[src/rtl/nvm_emu_pkg.sv]
package nvm_emu_pkg;
  typedef enum logic {
    OP_PROG  = 1'b0,
    OP_ERASE = 1'b1
  } nvm_op_e;
endpackage

[src/rtl/nvm_rst_sync.sv]
module nvm_rst_sync (
  input  logic clk,
  input  logic rst_n,
  output logic rst_n_sync
);
  logic stage_q;
  logic out_q;

  always_ff @(posedge clk or negedge rst_n) begin
    if (!rst_n) begin
      stage_q <= 1'b0;
      out_q   <= 1'b0;
    end else begin
      stage_q <= 1'b1;
      out_q   <= stage_q;
    end
  end

  assign rst_n_sync = out_q;
endmodule

[src/rtl/nvm_cmd_ctrl.sv]
module nvm_cmd_ctrl
  import nvm_emu_pkg::*;
#(
  parameter int ADDR_W       = 4,
  parameter int DATA_W       = 8,
  parameter int PROG_CYCLES  = 3,
  parameter int ERASE_CYCLES = 12
) (
  input  logic              clk,
  input  logic              rst_n,
  input  logic              cmd_req,
  input  logic              cmd_erase,
  input  logic [ADDR_W-1:0] cmd_addr,
  input  logic [DATA_W-1:0] cmd_wdata,
  input  logic [DATA_W-1:0] old_word,
  output logic              cmd_ack,
  output logic              busy,
  output logic              commit,
  output nvm_op_e           op_q,
  output logic [ADDR_W-1:0] addr_q,
  output logic [DATA_W-1:0] data_q,
  output logic              vfy_err
);
  localparam int CNT_W = (ERASE_CYCLES > 1) ? $clog2(ERASE_CYCLES + 1) : 1;
  localparam logic [CNT_W-1:0] PROG_LOAD  = CNT_W'(PROG_CYCLES - 1);
  localparam logic [CNT_W-1:0] ERASE_LOAD = CNT_W'(ERASE_CYCLES - 1);

  logic             busy_q, busy_d;
  logic             ack_q, ack_d;
  logic             vfy_q, vfy_d;
  logic [CNT_W-1:0] cnt_q, cnt_d;
  logic             accept;
  logic             bad_bits;

  assign accept   = cmd_req && !busy_q;
  assign commit   = busy_q && (cnt_q == '0);
  assign bad_bits = |(~old_word & data_q);

  always_comb begin
    busy_d = busy_q;
    cnt_d  = cnt_q;
    ack_d  = 1'b0;
    vfy_d  = vfy_q;
    if (accept) begin
      busy_d = 1'b1;
      ack_d  = 1'b1;
      cnt_d  = cmd_erase ? ERASE_LOAD : PROG_LOAD;
    end else if (commit) begin
      busy_d = 1'b0;
      if (op_q == OP_PROG && bad_bits) begin
        vfy_d = 1'b1;
      end
    end else if (busy_q) begin
      cnt_d = cnt_q - 1'b1;
    end
  end

  always_ff @(posedge clk or negedge rst_n) begin
    if (!rst_n) begin
      busy_q <= 1'b0;
      ack_q  <= 1'b0;
      vfy_q  <= 1'b0;
      cnt_q  <= '0;
    end else begin
      busy_q <= busy_d;
      ack_q  <= ack_d;
      vfy_q  <= vfy_d;
      cnt_q  <= cnt_d;
    end
  end

  always_ff @(posedge clk or negedge rst_n) begin
    if (!rst_n) begin
      op_q   <= OP_PROG;
      addr_q <= '0;
      data_q <= '0;
    end else if (accept) begin
      op_q   <= cmd_erase ? OP_ERASE : OP_PROG;
      addr_q <= cmd_addr;
      data_q <= cmd_wdata;
    end
  end

  assign cmd_ack = ack_q;
  assign busy    = busy_q;
  assign vfy_err = vfy_q;
endmodule

[src/rtl/nvm_cell_array.sv]
module nvm_cell_array
  import nvm_emu_pkg::*;
#(
  parameter int NUM_BLOCKS      = 4,
  parameter int WORDS_PER_BLOCK = 4,
  parameter int DATA_W          = 8,
  parameter int ADDR_W          = 4
) (
  input  logic              clk,
  input  logic              rst_n,
  input  logic [ADDR_W-1:0] rd_addr,
  output logic [DATA_W-1:0] rd_data,
  input  logic              commit,
  input  nvm_op_e           op,
  input  logic [ADDR_W-1:0] tgt_addr,
  input  logic [DATA_W-1:0] wdata,
  output logic [DATA_W-1:0] old_word
);
  localparam int NUM_WORDS = NUM_BLOCKS * WORDS_PER_BLOCK;

  logic [NUM_WORDS-1:0][DATA_W-1:0] cells;
  logic [ADDR_W-1:0]                tgt_blk;
  logic [DATA_W-1:0]                rd_q;

  assign tgt_blk  = tgt_addr / ADDR_W'(WORDS_PER_BLOCK);
  assign old_word = cells[tgt_addr];

  for (genvar w = 0; w < NUM_WORDS; w++) begin : g_word
    localparam logic [ADDR_W-1:0] WORD_ADDR = ADDR_W'(w);
    localparam logic [ADDR_W-1:0] WORD_BLK  = ADDR_W'(w / WORDS_PER_BLOCK);
    logic              prog_hit;
    logic              erase_hit;
    logic              word_en;
    logic [DATA_W-1:0] word_q;
    logic [DATA_W-1:0] word_d;

    assign prog_hit  = commit && (op == OP_PROG)  && (tgt_addr == WORD_ADDR);
    assign erase_hit = commit && (op == OP_ERASE) && (tgt_blk == WORD_BLK);
    assign word_en   = prog_hit || erase_hit;

    always_comb begin
      if (erase_hit) word_d = '1;
      else           word_d = word_q & wdata;
    end

    always_ff @(posedge clk) begin
      if (word_en) word_q <= word_d;
    end

    assign cells[w] = word_q;
  end

  always_ff @(posedge clk or negedge rst_n) begin
    if (!rst_n) rd_q <= '0;
    else        rd_q <= cells[rd_addr];
  end

  assign rd_data = rd_q;
endmodule

[src/rtl/nvm_array_emu.sv]
module nvm_array_emu
  import nvm_emu_pkg::*;
#(
  parameter int NUM_BLOCKS      = 4,
  parameter int WORDS_PER_BLOCK = 4,
  parameter int DATA_W          = 8,
  parameter int PROG_CYCLES     = 3,
  parameter int ERASE_CYCLES    = 12,
  localparam int ADDR_W = $clog2(NUM_BLOCKS * WORDS_PER_BLOCK)
) (
  input  logic              clk,
  input  logic              rst_n,
  input  logic [ADDR_W-1:0] rd_addr,
  output logic [DATA_W-1:0] rd_data,
  input  logic              cmd_req,
  input  logic              cmd_erase,
  input  logic [ADDR_W-1:0] cmd_addr,
  input  logic [DATA_W-1:0] cmd_wdata,
  output logic              cmd_ack,
  output logic              busy,
  output logic              vfy_err
);
  logic              rst_n_int;
  logic              commit;
  nvm_op_e           op_q;
  logic [ADDR_W-1:0] addr_q;
  logic [DATA_W-1:0] data_q;
  logic [DATA_W-1:0] old_word;

  nvm_rst_sync u_rst (
    .clk        (clk),
    .rst_n      (rst_n),
    .rst_n_sync (rst_n_int)
  );

  nvm_cmd_ctrl #(
    .ADDR_W       (ADDR_W),
    .DATA_W       (DATA_W),
    .PROG_CYCLES  (PROG_CYCLES),
    .ERASE_CYCLES (ERASE_CYCLES)
  ) u_ctrl (
    .clk       (clk),
    .rst_n     (rst_n_int),
    .cmd_req   (cmd_req),
    .cmd_erase (cmd_erase),
    .cmd_addr  (cmd_addr),
    .cmd_wdata (cmd_wdata),
    .old_word  (old_word),
    .cmd_ack   (cmd_ack),
    .busy      (busy),
    .commit    (commit),
    .op_q      (op_q),
    .addr_q    (addr_q),
    .data_q    (data_q),
    .vfy_err   (vfy_err)
  );

  nvm_cell_array #(
    .NUM_BLOCKS      (NUM_BLOCKS),
    .WORDS_PER_BLOCK (WORDS_PER_BLOCK),
    .DATA_W          (DATA_W),
    .ADDR_W          (ADDR_W)
  ) u_cells (
    .clk      (clk),
    .rst_n    (rst_n_int),
    .rd_addr  (rd_addr),
    .rd_data  (rd_data),
    .commit   (commit),
    .op       (op_q),
    .tgt_addr (addr_q),
    .wdata    (data_q),
    .old_word (old_word)
  );
endmodule

[config.mk]
export PLATFORM = sky130hd
export DESIGN_NAME = nvm_array_emu
export DESIGN_NICKNAME = d
export VERILOG_FILES = /design/src/rtl/nvm_emu_pkg.sv /design/src/rtl/nvm_rst_sync.sv /design/src/rtl/nvm_cmd_ctrl.sv /design/src/rtl/nvm_cell_array.sv /design/src/rtl/nvm_array_emu.sv
export SDC_FILE = /design/constraint.sdc
export NUM_CORES = 1
export LEC_CHECK = 0
export ABC_AREA = 1
export BUFFER_PORTS_ARGS = -buffer_cell sky130_fd_sc_hd__buf_4
export CORE_ASPECT_RATIO = 0.5
export CORE_UTILIZATION = 45
export CTS_CLUSTER_SIZE = 24
export DETAILED_ROUTE_END_ITERATION = 12
export PLACE_DENSITY = 0.71
export SYNTH_ARGS = -nofsm -noshare
export SYNTH_HDL_FRONTEND = slang
export SYNTH_SLANG_ARGS = --single-unit
export TNS_END_PERCENT = 20
[constraint.sdc]
create_clock -name clk -period 1.41 [get_ports clk]
set_clock_uncertainty 0.1 [all_clocks]
set_input_delay 0.0705 -clock clk [delete_from_list [all_inputs] [get_ports clk]]
set_output_delay 0.0705 -clock clk [all_outputs]
set_load 0.01 [all_outputs]
After elaboration in Yosys (flattened, before gate mapping)
Index checks and enable logic that the tools add are counted.
{"block": "word_totals", "regBits": 158, "input_bits": 20, "wordCells": 130}
{"block": "classes", "n_reduce_logical": 50, "n_addsub": 1, "bitwise_logic": 20, "mux": 12, "eq_ne": 19, "order_cmp": 2}
{"cell": "$and A8 B8 Y8", "count": 17}
{"cell": "$bmux W8 S4", "count": 2}
{"cell": "$eq A4 B4 Y1 const B", "count": 8}
{"cell": "$logic_and A1 B1 Y1", "count": 25}
{"cell": "$eq A4 B3 Y1 const B", "count": 4}
{"cell": "$logic_or A1 B1 Y1", "count": 16}
{"cell": "$mux W4", "count": 4}
{"cell": "$mux W8", "count": 2}
{"cell": "$logic_not A4 Y1", "count": 3}
{"cell": "$lt A4 B5 Y1 const B", "count": 2}
{"cell": "$eq A4 B2 Y1 const B", "count": 2}
{"cell": "$not A8 Y8", "count": 1}
{"cell": "$reduce_or A8 Y1", "count": 1}
{"cell": "$eq A2 B2 Y1 const B", "count": 2}
{"cell": "$eq A4 B1 Y1 const B", "count": 1}
{"cell": "$mux W1", "count": 4}
{"cell": "$reduce_bool A2 Y1", "count": 2}
{"cell": "$sub A4 B1 Y4 const B", "count": 1}
{"cell": "$reduce_and A3 Y1", "count": 1}
{"cell": "$eq A2 B1 Y1 const B", "count": 1}
{"cell": "$ne A2 B2 Y1 const B", "count": 1}
{"cell": "$not A1 Y1", "count": 2}
{"cell": "$reduce_and A2 Y1", "count": 1}
{"cell": "$logic_not A1 Y1", "count": 1}

Logic depth before layout (Yosys ltp)
Gate-level depths: netlist (run 1).
{"block": "depth", "depth_word": 7, "depth_mapped": 16, "mapped_depth_nobuf": 14}

By module
A second synthesis (run 1) with hierarchy kept.
{"block": "unflattened", "cells_unflattened": 1230, "hier_area_um2": 9053.7}
{"mod": "nvm_cell_array", "area_per_inst_um2": 8092.8, "n_inst": 1, "cells_per_inst": 1116}
{"mod": "nvm_cmd_ctrl", "area_per_inst_um2": 907.1, "n_inst": 1, "cells_per_inst": 111}
{"mod": "nvm_rst_sync", "area_per_inst_um2": 53.8, "n_inst": 1, "cells_per_inst": 3}

Worst setup path after synthesis (run 1)
No wires, ideal clock.
{"block": "synth_timing", "path_kind": "register to register", "startpoint": "register u_ctrl.cnt_q[0]", "endpoint": "register u_cells.g_word[12].word_q[0] (enable)", "n_path_buf": 0, "t_arrival_ns": 1.406, "stages_incl_launch_ff": 7, "setup_ns": 0.370, "period_less_slack_ns": 1.876, "setup_slack_ns": -0.466, "cell_sequence": "dfrtp_1 > inv_1 > ha_1 > nand4_1 > inv_1 > o21ai_0 > nor2_1"}
{"block": "synth_between", "elab_chain_len": 5, "word_cells_on_any_way": 7, "classes_between": "reduce/logical: 7"}
{"element": "from (decl)", "line_no": "nvm_cmd_ctrl.sv:31", "text": "logic [CNT_W-1:0] cnt_q, cnt_d;"}
{"element": "from (signal assigned)", "line_no": "nvm_cmd_ctrl.sv:68", "text": "cnt_q <= cnt_d;"}
{"element": "$logic_not A4 Y1 *", "line_no": "nvm_cmd_ctrl.sv:36", "text": "assign commit = busy_q && (cnt_q == '0);"}
{"element": "$logic_and A1 B1 Y1 *", "line_no": "nvm_cmd_ctrl.sv:36"}
{"element": "$logic_and A1 B1 Y1, on equally long branches (2 in a row)", "line_no": "nvm_cell_array.sv:37, nvm_cell_array.sv:38"}
{"element": "$logic_or A1 B1 Y1 *", "line_no": "nvm_cell_array.sv:39", "text": "assign word_en = prog_hit || erase_hit;"}
{"element": "named net u_cells.g_word[12].word_en", "line_no": "nvm_cell_array.sv:33", "text": "logic word_en;"}
{"element": "to (signal assigned)", "line_no": "nvm_cell_array.sv:47", "text": "if (word_en) word_q <= word_d;"}
{"element": "to (decl)", "line_no": "nvm_cell_array.sv:34", "text": "logic [DATA_W-1:0] word_q;"}
Mark *: on every way through the listed nets, which the timed path passes. The rest lies on a longest branch.
A chain may end at the register's enable or synchronous reset.

Final worst setup path (run 1)
{"block": "layout_timing", "startpoint": "register u_ctrl.addr_q[0]", "endpoint": "register u_ctrl.vfy_q (netlist: u_ctrl.vfy_err)"}
{"block": "layout_between", "elab_chain_len": 7}
{"element": "from (decl)", "line_no": "nvm_cmd_ctrl.sv:20", "text": "output logic [ADDR_W-1:0] addr_q,"}
{"element": "from (signal assigned)", "line_no": "nvm_cmd_ctrl.sv:79", "text": "addr_q <= cmd_addr;"}
{"element": "$bmux W8 S4", "line_no": "nvm_cell_array.sv:26", "text": "assign old_word = cells[tgt_addr];"}
{"element": "$mux W8 (not written as such)", "line_no": "nvm_cell_array.sv:26"}
{"element": "$not A8 Y8", "line_no": "nvm_cmd_ctrl.sv:37", "text": "assign bad_bits = |(~old_word & data_q);"}
{"element": "$and A8 B8 Y8", "line_no": "nvm_cmd_ctrl.sv:37"}
{"element": "$reduce_or A8 Y1", "line_no": "nvm_cmd_ctrl.sv:37"}
{"element": "$logic_and A1 B1 Y1", "line_no": "nvm_cmd_ctrl.sv:50", "text": "if (op_q == OP_PROG && bad_bits) begin"}
{"element": "$reduce_and A3 Y1 (no line)"}
{"element": "to (signal assigned)", "line_no": "nvm_cmd_ctrl.sv:67", "text": "vfy_q <= vfy_d;"}
{"element": "to (decl)", "line_no": "nvm_cmd_ctrl.sv:30", "text": "logic vfy_q, vfy_d;"}
Every way passes these cells. The select of a mux whose other input is x is not followed.

==> flow_metrics.py, run 1 <==
metrics = {
    "outcome": {
        "violations": "negative setup slack",
        "status": "complete, but fails checks",
    },
    "logic_synthesis": {
        "synth_most_common_cell": "nand2_1",
        "synth_area_leaders": "edfxtp_1, nand2_1, o21ai_0, dfrtp_1, inv_1",
        "ys_ff_latch": 158,
        "yosys_warnings": 0,
        "syn-cell-area_sq_um": 8568,
        "synthArstFlopShare_pct": 18.99,
        "synth_area_leader_cell": "edfxtp_1",
        "synth_common_cells": "nand2_1, o21ai_0, edfxtp_1",
        "synthCells": 1077,
        "synth_cell_types": 29,
        "postSynthAreaPerCell_sq_um": 7.956,
        "synthFlopType": "edfxtp_1",
        "syn_nets": 1098,
        "synth_top_area_share_pct": 44.86,
        "ys_seq_area_share_pct": 53.62,
        "synth_edf_count": 128,
    },
    "cts": {
        "numCtsBuffers": 17,
        "cts_buffer_depth": 2,
        "clkSlewWorstSetupHoldPaths_ns": 0.07,
        "clkLatencyLatePin_ns": 0.44,
        "cts_tree": "yes",
        "root_buffer": "clkbuf_16",
        "htree_levels": 4,
        "cts.sinks": 158,
    },
    "placed_design": {
        "hpwl_um": 21630,
        "io_buffers": 30,
        "gp_congestion": 1.059,
    },
    "finish": {
        "fin_nets": 1292,
        "regArea_sq_um": 4596,
        "syn_to_final_growth_pct": 46.93,
        "fillers": 1360,
        "final_core_util_pct": 67.96,
        "multiInputGateArea_sq_um": 4039,
        "n_antenna_cell": 0,
        "final_layout_size_suffix_gt1_share_pct": 33.96,
    },
    "floorplan": {
        "die_h_um": 99.57,
        "start_util_pct": 46.25,
        "die_w_um": 197.1,
        "core-area_sq_um": 18520,
        "fp-row-count": 35,
        "dieArea_sq_um": 19630,
        "io_pins": 31,
    },
    "global_route": {
        "overflow": 0,
        "grt_pass1_vias": 8309,
        "grt_start_max_net_pins": 28,
        "antenna_found_initial": 1,
        "grt_util_all_layers_pct": 34.32,
        "grt_pass1_wl_um": 49000,
    },
    "flow_run": {
        "maxCapViolCount": 0,
    },
    "critical_path": {
        "worst_ep_required_time_ns": 1.64,
        "cp-start-kind": "flop",
        "worstReg2RegEnd": "u_ctrl.vfy_err",
        "critPathKind": "flop to flop",
        "r2r_cells": 14,
        "crit_path_end_kind": "flop",
        "r2r-start": "u_ctrl.addr_q[0]",
        "critPathMaxFanout": 7,
        "cp.arrival_ns": 2.17,
        "rrSetupSlack_ns": -0.53,
    },
    "sta": {
        "fin_ws_ns": -0.5251,
        "hold_ws_ns": 0.1891,
        "finalSetupTns_ns": -98.39,
        "finalMaxSlewViolations": 0,
        "period_share_pct": 137.2,
        "period_minus_slack_ns": 1.935,
        "rsz0062_at_grt": "true",
        "fmax_mhz": 516.8,
        "setup_viol_count_final": 264,
        "hold_viol": 0,
    },
    "detailed_routing": {
        "wl_per_cell_um": 21.40,
        "ant_nets": 0,
        "vias": 8787,
        "first_pass_iters": 6,
        "viasPerCell": 5.695,
        "drt_first_iter_violations": 1340,
        "drt-total-wl_um": 33010,
        "drc": 0,
    },
    "pwr": {
        "leakagePower_nw": 5.678,
        "vdd_drop_max_v": 0.001290,
        "power.density_nw_per_um2": 1682,
        "fin_total_pwr_mw": 21.18,
    },
    "min_path": {
        "hold_class": "flop to async pin",
    },
}
power breakdown:
part / total, mW / switching (mW) / internal (mW)
clock: 5.03 / 2.18 / 2.86
combinational: 10.0 / 6.10 / 3.93
sequential: 6.12 / 0.428 / 5.69
total: 21.2 / 8.70 / 12.5
metal layers:
layer	vias up	GRT usage (%)	wire length [um]
met5	-	0	44
met4	6	12.82	893
met3	79	14.28	4764
met2	623	49.09	14130
met1	4122	46.30	13180
li1	3957	-	-
state kept, by name, summed over array words and instances, names as in the netlist:
signal,count
u_cells.g_word.word_q,128
u_cells.rd_data,8
u_ctrl.addr_q,4
u_ctrl.busy,1
u_ctrl.cmd_ack,1
u_ctrl.cnt_q,4
u_ctrl.data_q,8
u_ctrl.op_q,1
u_ctrl.vfy_err,1
u_rst.rst_n_sync,1
u_rst.stage_q,1
stage by stage:
step           cell area, sq um  worst slack (ns)  cells
6_report                  12590           -0.5251   1543
5_1_grt                   12590           -0.6340   1543
4_1_cts                   12250           -0.4661   1541
3_5_place_dp              10570           -0.5135   1462
3_3_place_gp              10570           -0.5025   1462
2_1_floorplan              8755           -0.2422   1077
timing repair:
| action | in CTS | in global routing |
|---|---|---|
| buffers inserted | 18 | 3 |
| endpoints found under the setup margin | 267 | 274 |
| hold buffers | 19 | 0 |
| endpoints found under the hold margin | 27 | 0 |
| cloned | 10 | 1 |
| pin swaps | 13 | 6 |
| resized for setup | 197 | 121 |
how the worst max path moves through the flow:
stage                     start                           end  slack (ns)
3_3_place_gp   u_ctrl.addr_q[0]                u_ctrl.vfy_err       -0.50
5_1_grt        u_ctrl.addr_q[1]                u_ctrl.vfy_err       -0.63
6_report       u_ctrl.addr_q[0]                u_ctrl.vfy_err       -0.53
4_1_cts        u_ctrl.addr_q[0]                u_ctrl.vfy_err       -0.47
3_5_place_dp    u_ctrl.cnt_q[0]   u_cells.g_word[6].word_q[7]       -0.51
2_1_floorplan   u_ctrl.cnt_q[1]  u_cells.g_word[10].word_q[0]       -0.24
kinds of logic (layout without fill, tap and decap cells):
kind of cell    count (synthesis)  count (layout)  share of synthesized area (%)
fa+ha+maj                       1               1                         0.1460
buf+inv                       187             394                          8.864
simple gates                  443             443                          19.77
compound gates                285             285                          17.35
xor+xnor                        2               2                         0.2045
flops                         158             158                          53.62
other cells                     1               1                        0.04377
placed cells by master, fill, tap and decap left out, drive strengths merged:
| cell type | netlist | routed |
|---|---|---|
| o221ai | 14 | 14 |
| nor2 | 85 | 85 |
| bufinv | 0 | 3 |
| o211ai | 1 | 1 |
| a31oi | 1 | 1 |
| nand3 | 5 | 5 |
| o21ai | 197 | 197 |
| xnor2 | 1 | 1 |
| ha | 1 | 1 |
| dfrtp | 30 | 30 |
| nand4 | 2 | 2 |
| xor2 | 1 | 1 |
| inv | 123 | 133 |
| buf | 25 | 218 |
| clkinv | 1 | 1 |
| nand2 | 349 | 349 |
| a21oi | 69 | 69 |
| o22ai | 3 | 3 |
| conb | 1 | 1 |
| clkinvlp | 0 | 2 |
| clkbuf | 38 | 18 |
| edfxtp | 128 | 128 |
| dlygate4sd3 | 0 | 19 |
| nor3 | 2 | 2 |
worst max-delay path, cell delays in order (launching register included):
cell and delay, ns:
dfrtp_2 0.50, buf_12 0.18, buf_12 0.14, o21ai_1 0.16, nand2_1 0.08, nand2_1 0.06
nand2_1 0.09, nand2_1 0.08, nor2_1 0.04, nand2_1 0.07, nand2_1 0.05, nor2_1 0.10
nand2_1 0.06, nand2_1 0.05, nand2_1 0.05
final cells by class:
cell class | count | area share [%]
Sequential cell | 158 | 36.50
Inverter | 124 | 3.747
Clock buffer | 17 | 3.379
Timing Repair Buffer | 238 | 20.15
Tap cell | 259 | 2.574
Multi-Input combinational cell | 732 | 32.08
Clock inverter | 15 | 1.570
Power figures use the tool's default switching activity.
==> inputs of run 2 (changes only) <==
--- a/config.mk
+++ b/config.mk
@@ -12,6 +12,7 @@
 export CTS_CLUSTER_SIZE = 24
 export DETAILED_ROUTE_END_ITERATION = 12
 export PLACE_DENSITY = 0.71
+export SETUP_SLACK_MARGIN = 0.15
 export SYNTH_ARGS = -nofsm -noshare
 export SYNTH_HDL_FRONTEND = slang
 export SYNTH_SLANG_ARGS = --single-unit
==> flow_metrics.py, run 2 (synthesis results as in run 1) <==
metrics = {
    "sta": {
        "period_share_pct": 137.4,
        "fmax_mhz": 516.3,
        "fin_ws_ns": -0.5269,
        "hold_ws_ns": 0.008898,
        "setup_viol_count_final": 265,
        "rsz0062_at_grt": "true",
        "hold_viol": 0,
        "finalMaxSlewViolations": 0,
        "period_minus_slack_ns": 1.937,
    },
    "pwr": {
        "vdd_drop_max_v": 0.001231,
        "power.density_nw_per_um2": 1677,
        "clock_power_share_pct": 23.5,
        "leakagePower_nw": 5.772,
        "p_seq_share_pct": 28.4,
        "sw_frac_of_total_pct": 41.50,
        "power.internal_mw": 12.60,
        "fin_total_pwr_mw": 21.54,
        "p_comb_share_pct": 48.1,
        "p_sw_mw": 8.940,
    },
    "global_route": {
        "grt_start_max_net_pins": 28,
        "grt_pass1_wl_um": 49720,
        "grt_pass1_vias": 8402,
        "antenna_found_initial": 0,
        "overflow": 0,
        "grt_util_all_layers_pct": 34.76,
    },
    "detailed_routing": {
        "ant_nets": 0,
        "first_pass_iters": 5,
        "drt_first_iter_violations": 1409,
        "drt-total-wl_um": 33950,
        "wl_per_cell_um": 21.87,
        "viasPerCell": 5.852,
        "drc": 0,
        "vias": 9083,
    },
    "outcome": {
        "violations": "negative setup slack",
        "status": "complete, but fails checks",
    },
    "finish": {
        "n_antenna_cell": 0,
        "layout_commonest_cell": "nand2_1",
        "largest_register_ffs": 128,
        "stdcell_area_sq_um": 12840,
        "syn_to_final_growth_pct": 49.90,
        "fin_nets": 1301,
        "regMostFlops": "u_cells.g_word.word_q",
        "final_layout_size_suffix_gt1_share_pct": 36.43,
        "layout_common_cells": "nand2_1, buf_4, edfxtp_1",
    },
    "floorplan": {
        "core-area_sq_um": 18520,
        "die_w_um": 197.1,
        "die_h_um": 99.57,
        "dieArea_sq_um": 19630,
        "fp-row-count": 35,
        "io_pins": 31,
        "start_util_pct": 46.25,
    },
    "flow_run": {
        "maxCapViolCount": 0,
    },
    "critical_path": {
        "crit_path_end_kind": "flop",
        "cp-start-kind": "flop",
        "cp.arrival_ns": 2.17,
        "critPathKind": "flop to flop",
        "worst_ep_required_time_ns": 1.64,
        "critPathMaxFanout": 7,
    },
    "cts": {
        "clkLatencyLatePin_ns": 0.45,
        "cts_tree": "yes",
        "cts_buffer_depth": 2,
        "htree_levels": 4,
        "root_buffer": "clkbuf_16",
        "numCtsBuffers": 17,
        "cts.sinks": 158,
        "clkSlewWorstSetupHoldPaths_ns": 0.07,
    },
    "placed_design": {
        "hpwl_um": 21630,
        "io_buffers": 30,
        "placed_area_sq_um": 10570,
        "gp_congestion": 1.059,
    },
    "min_path": {
        "hold_class": "input port to flop",
    },
}
==> run 2: per-stage QoR <==
step	util, %	setup WS (ns)	std cells	TNS, ns
floorplan	-	-0.2422	1077	-45.65
global placement	57.05	-0.5025	1462	-97.75
detailed placement	57.05	-0.5135	1462	-110.68
CTS	66.68	-0.4661	1543	-92.59
global route	69.33	-0.6968	1552	-111.62
finish	69.33	-0.5269	1552	-100.23
==> run 2: final timing paths <==
check,slack (ns),depth (start not counted),start,end
max reg2reg,-0.53,14,u_ctrl.addr_q[0],u_ctrl.vfy_err
max in group asynchronous,0.62,1,u_rst.rst_n_sync,u_ctrl.cmd_ack
min reg2reg,0.18,1,u_rst.rst_n_sync,u_ctrl.data_q[4]
max,-0.53,14,u_ctrl.addr_q[0],u_ctrl.vfy_err
min in group asynchronous,0.18,1,u_rst.rst_n_sync,u_ctrl.data_q[4]
min,0.009,4,rd_addr[2],u_cells.rd_data[2]
==> run 2: layout make-up <==
class	count	area [sq um]
Clock inverter	15	197.7
Multi-Input combinational cell	732	4144
Inverter	124	491.7
Fill cell	1287	5680
Sequential cell	158	4596
Clock buffer	17	425.4
Timing Repair Buffer	247	2665
Tap cell	259	324.1
==> run 2: repair_timing <==
item                                    4_1_cts  5_1_grt
hold buffers                                 20        0
hold endpoints to repair                     27        0
cloned                                       11        1
setup buffers                                18        8
endpoints found under the setup margin      281      284
pin swaps                                    24       17
gates resized for setup                     228      147
==> run 2: critical path, stage by stage (launching register included) <==
cell and delay [ns]:
dfrtp_2 0.50, buf_12 0.19, nor2_4 0.09, buf_6 0.14, nand2_2 0.06, o21ai_1 0.09
nor2_1 0.08, nor2_1 0.14, nor2_2 0.08, nand2_1 0.06, nand2_1 0.04, nor2_1 0.08
nand2_1 0.06, nand2_1 0.05, nand2_1 0.05
==> run 2: per-layer routing <==
metal | vias up | global-route usage, % | share of wire [%]
met5 | - | 0 | 0
met4 | 0 | 10.79 | 2.8
met3 | 93 | 10.07 | 13
met2 | 663 | 51.78 | 44
met1 | 4346 | 48.88 | 40
li1 | 3981 | - | -
==> run 2: power groups by stage <==
stage | combinational, mW | sequential (mW) | clock, mW
floorplan | 4.06 | 6.11 | 0
global placement | 7.74 | 6.14 | 0
detailed placement | 7.84 | 6.16 | 0
CTS | 9.20 | 6.08 | 5.03
global route | 10.9 | 6.14 | 5.21
finish | 10.4 | 6.12 | 5.05
